## src/rtl/clk_alive_mon.sv

```systemverilog
module clk_alive_mon #(
  parameter int WIN_W  = 12,
  parameter int CNT_W  = 8,
  parameter int DATA_W = 16,
  parameter int DEF_WIN = 31,
  parameter int DEF_LO  = 4,
  parameter int DEF_HI  = 8
) (
  input  logic              clk,
  input  logic              rst_n,
  input  logic              mon_clk,
  input  logic              wr_en,
  input  logic [2:0]        wr_addr,
  input  logic [DATA_W-1:0] wr_data,
  output logic [1:0]        clk_sel,
  output logic              alarm,
  output logic              win_end,
  output logic              stat_dead,
  output logic              stat_slow,
  output logic              stat_fast
);
  localparam logic [CNT_W-1:0] CNT_MAX = '1;

  logic [2:0]       sync_q;
  logic [WIN_W-1:0] win_len, win_cnt;
  logic [CNT_W-1:0] lim_lo, lim_hi, edge_cnt;
  logic [1:0]       sel_req, good_run;
  logic             locked, pend;

  wire rise      = sync_q[1] & ~sync_q[2];
  wire win_close = (win_cnt >= win_len);
  wire [CNT_W-1:0] total = (edge_cnt == CNT_MAX) ? edge_cnt : edge_cnt + CNT_W'(rise);
  wire is_dead   = (total == '0);
  wire is_slow   = !is_dead && (total < lim_lo);
  wire is_fast   = (total > lim_hi);
  wire bad_now   = win_close && (is_dead || is_slow || is_fast);
  wire good_now  = win_close && !bad_now;
  wire sel_wr    = wr_en && (wr_addr == 3'd3);
  wire clr_wr    = wr_en && (wr_addr == 3'd4) && wr_data[0];

  always_ff @(posedge clk or negedge rst_n)
    if (!rst_n) sync_q <= '0;
    else        sync_q <= {sync_q[1:0], mon_clk};

  always_ff @(posedge clk or negedge rst_n) begin
    if (!rst_n) begin
      win_len <= WIN_W'(DEF_WIN);
      lim_lo  <= CNT_W'(DEF_LO);
      lim_hi  <= CNT_W'(DEF_HI);
    end else if (wr_en) begin
      case (wr_addr)
        3'd0:    win_len <= wr_data[WIN_W-1:0];
        3'd1:    lim_lo  <= wr_data[CNT_W-1:0];
        3'd2:    lim_hi  <= wr_data[CNT_W-1:0];
        default: ;
      endcase
    end
  end

  always_ff @(posedge clk or negedge rst_n) begin
    if (!rst_n) begin
      win_cnt   <= '0;
      edge_cnt  <= '0;
      win_end   <= 1'b0;
      stat_dead <= 1'b0;
      stat_slow <= 1'b0;
      stat_fast <= 1'b0;
    end else if (win_close) begin
      win_cnt   <= '0;
      edge_cnt  <= '0;
      win_end   <= 1'b1;
      stat_dead <= is_dead;
      stat_slow <= is_slow;
      stat_fast <= is_fast && !is_dead;
    end else begin
      win_cnt  <= win_cnt + 1'b1;
      edge_cnt <= total;
      win_end  <= 1'b0;
    end
  end

  always_ff @(posedge clk or negedge rst_n) begin
    if (!rst_n) begin
      clk_sel  <= 2'b00;
      sel_req  <= 2'b00;
      pend     <= 1'b0;
      locked   <= 1'b0;
      good_run <= '0;
      alarm    <= 1'b0;
    end else begin
      if (clr_wr) alarm <= 1'b0;
      if (good_now && locked && good_run != 2'd2) good_run <= good_run + 1'b1;
      if (sel_wr) begin
        sel_req <= wr_data[1:0];
        if (locked || bad_now) pend <= 1'b1;
        else                   clk_sel <= wr_data[1:0];
      end
      if (locked && pend && good_run == 2'd2 && !bad_now) begin
        clk_sel <= sel_req;
        locked  <= 1'b0;
        pend    <= 1'b0;
      end
      if (bad_now) begin
        alarm    <= 1'b1;
        clk_sel  <= 2'b00;
        locked   <= 1'b1;
        good_run <= '0;
      end
    end
  end
endmodule


```

## config.mk

```make
export PLATFORM = sky130hd
export DESIGN_NAME = clk_alive_mon
export DESIGN_NICKNAME = d
export VERILOG_FILES = /design/src/rtl/clk_alive_mon.sv
export SDC_FILE = /design/constraint.sdc
export NUM_CORES = 1
export LEC_CHECK = 0
export BUFFER_PORTS_ARGS = -buffer_cell sky130_fd_sc_hd__buf_2
export CAP_MARGIN = 15
export CORE_AREA = 4 4 80 82
export DETAILED_ROUTE_END_ITERATION = 6
export DIE_AREA = 0 0 84 86
export PLACE_DENSITY_LB_ADDON = 0.15
export RECOVER_POWER = 100
export SLEW_MARGIN = 20
export SYNTH_ARGS = -nofsm -noshare
export SYNTH_HDL_FRONTEND = slang
export SYNTH_SLANG_ARGS = --single-unit
```

## constraint.sdc

```tcl
create_clock -name clk -period 7.9 [get_ports clk]
set_input_delay 0.79 -clock clk [delete_from_list [all_inputs] [get_ports clk]]
set_output_delay 0.79 -clock clk [all_outputs]
set_load 0.01 [all_outputs]
```

Word-level counts from Yosys, hierarchy flattened
Index checks and enable logic that the tools add are counted.

storage, ports and cells
  memory bits (writable) = 0
  input port bits = 23
  bits in read-only memories = 0
  bits in registers = 64
  latch bits = 0
  memories kept = 0

operators by class
  muxes and demuxes = 17
  $add $sub $neg = 3
  reduce and logical (&&, ||, !) cells = 30
  multiply operators = 0
  divide/modulo/power cells = 0
  equal/unequal tests = 8
  order comparisons = 3
  bitwise logic cells = 2
  shifts and indexed selects = 0

operators with widths
  kind                                                   count
  two-way mux 8 bit                                      2
  adder 12 x 1 -> 12 bit, second input constant          1
  greater-or-equal comparator 12 bit                     1
  logical AND 1 bit                                      12
  two-way mux 12 bit                                     1
  two-way mux 2 bit                                      6
  AND reduction 2 bit                                    5
  nonzero test 2 bit                                     5
  adder 8 x 1 -> 8 bit                                   1
  == test 8 bit, second input constant                   1
  greater-than comparator 8 bit                          1
  logical NOT 8 bit                                      1
  less-than comparator 8 bit                             1
  two-way mux 1 bit                                      8
  == test 3 x 2 -> 1 bit, second input constant          2
  == test 3 x 1 -> 1 bit, second input constant          1
  == test 3 bit, second input constant                   1
  logical NOT 3 bit                                      1
  logical OR 1 bit                                       3
  inequality test 3 x 2 -> 1 bit, second input constant  1
  nonzero test 3 bit                                     1
  adder 2 x 1 -> 2 bit, second input constant            1
  == test 2 bit, second input constant                   1
  logical NOT 1 bit                                      2
  other kinds (3)                                        3

Logic depth before layout (Yosys ltp)
  depth in word-level cells = 16
  depth in mapped cells = 13
  gate-level depth less buffers = 13

Least setup slack after synthesis
Ideal clock, no wire load.

  path type = register to register
  start point = register sync_q[2]
  end point = register clk_sel[0]
  slack = 5.210 ns
  required time = 7.796 ns
  cell stages (with the launch flop) = 14
  library setup time = 0.104 ns
  buffers on the path = 0
  arrival time = 2.586 ns
  cell sequence = dfrtp_1 > nand2b_1 > nor2_1 > ha_1 > nand3_1 > mux2i_1 > inv_1 > ha_1 > nand4_1 > nor2_1 > nand4b_1 > a32oi_2 > nand2_2 > a221oi_1

between the ends
  cells in the longest elaborated chain, start to end = 14

RTL lines
  element                                                                    line  source
  from (decl)                                                                24    logic [2:0] sync_q;
  from (signal assigned)                                                     43    else sync_q <= {sync_q[1:0], mon_clk};
  inverter 1 bit (*)                                                         30    wire rise = sync_q[1] & ~sync_q[2];
  bitwise AND 1 bit (*)                                                      30
  adder 8 x 1 -> 8 bit (*)                                                   32    wire [CNT_W-1:0] total = (edge_cnt == CNT_MAX) ? edge_cnt : edge_cnt + CNT_W'(rise);
  two-way mux 8 bit (*)                                                      32
  branches (longest 4 deep; another with less-than comparator 8 bit)         --
  logical OR 1 bit (*)                                                       36    wire bad_now = win_close && (is_dead || is_slow || is_fast);
  logical AND 1 bit (*)                                                      36
  logical NOT 1 bit                                                          98    if (locked && pend && good_run == 2'd2 && !bad_now) begin
  logical AND 1 bit                                                          98
  inequality test 3 x 2 -> 1 bit (no line) (tied with other cells)           --
  AND reduction 2 bit (no line) / two-way mux 2 bit (equally long branches)  --
  to (signal assigned)                                                       96    else clk_sel <= wr_data[1:0];
  to (signal assigned)                                                       99    clk_sel <= sel_req;
  to (decl)                                                                  15    output logic [1:0] clk_sel,

Mark *: on every way between the ends.
A chain may end at the register's enable or synchronous reset.

==> results.toml <==
[pwr]
ir_drop_mv = 0.228
swShare = 0.328
power.switching_mw = 0.375
seq_power_share = 0.417
clkPwrFrac = 0.278
powerDensity_mw_per_mm2 = 304
p_total_mw = 1.14
leakage_nw = 1.84
internal-power_mw = 0.767
pwr-share-comb = 0.305

[routing]
dr_total_vias = 2466
viasPerCell = 5.48
firstDrtPassIters = 4
wl_per_cell_um = 14.0
finalWirelength_um = 6300
route.detailed.drc = 0
drtIter0Drc = 81
ant_nets = 0

[clock_tree]
cts.sinks = 64
cts-root-buf = "clkbuf_8"
numCtsBuffers = 9
holdBufCountCts = 0
path_clk_slew_ns = 0.07
post_cts_buffers = 0
cts-htree-levels = 3
clk_latency_ns = 0.34
cts_tree = "yes"
cts_resized = 0
clk_path_buf_depth = 2

[synth]
ys.flop_type = "dfrtp_1"
yosys_warnings = 0
syn_area_per_cell_um2 = 9.85
async_reset_ff_frac = 1.00
synth-seq-cells = 64
synth_nets = 394
synth_area_mm2 = 0.00337
syn_inst = 342
ys_seq_area_frac = 0.478
yosys.cell_types.count = 50
synth_edf_count = 0

[placement]
dp_cells = 434
io_buffers = 25
hpwl_um = 4530
routabilityCongestion = 0.768

[cells_and_area]
nets = 422
finish.utilization = 0.654
diodes = 0
fillers = 479
areaGrowthSynthToFinish_pct = 11.5
final_cells = 450
layout-drive-gt1-share = 0.136

[critical_path]
path_cells = "buf_2 -> clkbuf_1"
worstPathRequired_ns = 7.62
cp_slowest_cell = "clkbuf_1"
crit_buf_inv = 2
cp_max_fo = 64
critPathLaunchType = "input port"
slowest_delay_ns = 2.29
critical_path_arrival_ns = 3.19
path_class = "in2async"
path_delay_family = "buffers and inverters"
end_kind = "asynchronous set/reset pin"

[floorplanning]
fp.dieH_um = 86
boundaryPins = 30
coreArea_mm2 = 0.00575
start_util = 0.586
die_w_um = 84
rows = 28
die_area_mm2 = 0.00722

[global_routing]
antenna_found_initial = 0
grt_max_degree = 65
grt_overflow = 0
grt_pass1_wl_um = 11100
grt_pass1_vias = 2435
grtUsageTotal = 0.194

[sta]
finalMaxSlewViolations = 65
setup_tns_ns = 0
fin_hold_ws_ns = 0.360
tightest_slew_ns = 3.26
finalCriticalPeriod_ns = 3.47
rsz0062_at_grt = "no"
slew_headroom = -1.18
setup_violations = 0
fin_worst_skew_ns = 0.00935
hold_viol = 0
max_freq_ghz = 0.288
fin_crit_sh = 0.439

[hold_path]
worstHoldPathType = "reg2reg"

[outcome]
status = "complete, but fails checks"
violations = "capacitance limit, slew limit"

[run]
cap_viol_max_count = 1
[routing by layer]
layer	GRT usage	share of wire
met2	0.317	0.48
met3	0.0557	0.032
met1	0.241	0.46
met5	0	0
met4	0.0863	0.021
[sequential cells by signal (all words and copies together), names as in the netlist]
name / flops
lim_hi: 8
stat_fast: 1
sync_q: 3
good_run: 2
locked: 1
lim_lo: 8
stat_slow: 1
pend: 1
stat_dead: 1
clk_sel: 2
alarm: 1
win_end: 1
win_len: 12
sel_req: 2
edge_cnt: 8
win_cnt: 12
[through the flow]
step	instance area, um2	setup slack (ns)
2_1_floorplan	3370	5.21
3_3_place_gp	3560	4.83
3_5_place_dp	3560	4.78
4_1_cts	3790	4.75
5_1_grt	3760	3.72
6_report	3760	4.43
[cells in the final DEF, fill, tap and decap left out, types with 5 or more instances in the layout]
master / n
buf_2: 18
xor2_1: 7
dfstp_2: 7
nand4_1: 8
nand2b_1: 7
mux2_2: 5
clkbuf_1: 8
nor2_1: 28
nand2_1: 41
o21ai_0: 26
inv_1: 33
dfrtp_1: 57
a21oi_1: 9
a21o_1: 6
nand3_1: 12
clkbuf_8: 10
o21a_1: 5
xnor2_1: 7
ha_1: 29
and3_1: 5
[cell usage after synthesis (2+ instances only)]
cell type | number | area share
o21ai_0 | 26 | 0.039
inv_1 | 33 | 0.037
nor2b_1 | 2 | 0.0037
buf_2 | 3 | 0.0045
nand4_1 | 8 | 0.015
mux2i_1 | 3 | 0.0089
nand2_1 | 40 | 0.045
a21o_1 | 6 | 0.013
nor2_1 | 28 | 0.031
clkbuf_1 | 5 | 0.0056
mux2_2 | 5 | 0.017
and2_1 | 6 | 0.011
nand2b_1 | 7 | 0.013
dfrtp_1 | 57 | 0.42
a221oi_1 | 2 | 0.0052
a211oi_1 | 2 | 0.0045
a21oi_1 | 9 | 0.013
o21a_1 | 5 | 0.011
xor2_1 | 7 | 0.018
and3_1 | 5 | 0.0093
a22o_1 | 2 | 0.0052
dfstp_2 | 7 | 0.055
xnor2_1 | 7 | 0.018
o2bb2ai_1 | 2 | 0.0052
ha_1 | 29 | 0.11
nand3_1 | 12 | 0.018
[final timing paths]
kind                                 from    endpoint  slack, ns  cells past startpoint
max in group clk                sync_q[2]  clk_sel[1]       4.63                     13
worst min register to register  sync_q[0]   sync_q[1]       0.36                      0
worst max-delay path                rst_n  win_cnt[8]       4.43                      2
min in group asynchronous           rst_n   lim_hi[4]       1.64                      2
worst max register to register  sync_q[2]  clk_sel[1]       4.63                     13
worst min-delay path            sync_q[0]   sync_q[1]       0.36                      0
[power by group through the flow]
stage               Clock (mW)  Sequential [mW]  Combinational (mW)
finish                   0.318            0.477               0.348
global route             0.344            0.490               0.409
CTS                      0.324            0.476               0.361
detailed placement           0            0.483               0.358
global placement             0            0.478               0.346
floorplan                    0            0.475               0.268
[layout make-up]
class	count	area (um2)	share of cell area
Tap cell	75	93.8	0.0250
Clock buffer	10	138	0.0366
Clock inverter	6	91.3	0.0243
Multi-Input combinational cell	236	1580	0.421
Timing Repair Buffer	26	120	0.0320
Inverter	33	124	0.0330
Sequential cell	64	1610	0.428
[cells by family after synthesis]
family | share of synthesized area
and+or+nand+nor | 0.169
AOI/OAI and AO/OA | 0.136
DFF | 0.478
buffers and inverters | 0.0479
adders and majority gates | 0.108
xor gates and xnor gates | 0.0364
muxes | 0.0256
No activity file was read; power rests on OpenSTA's default activity.
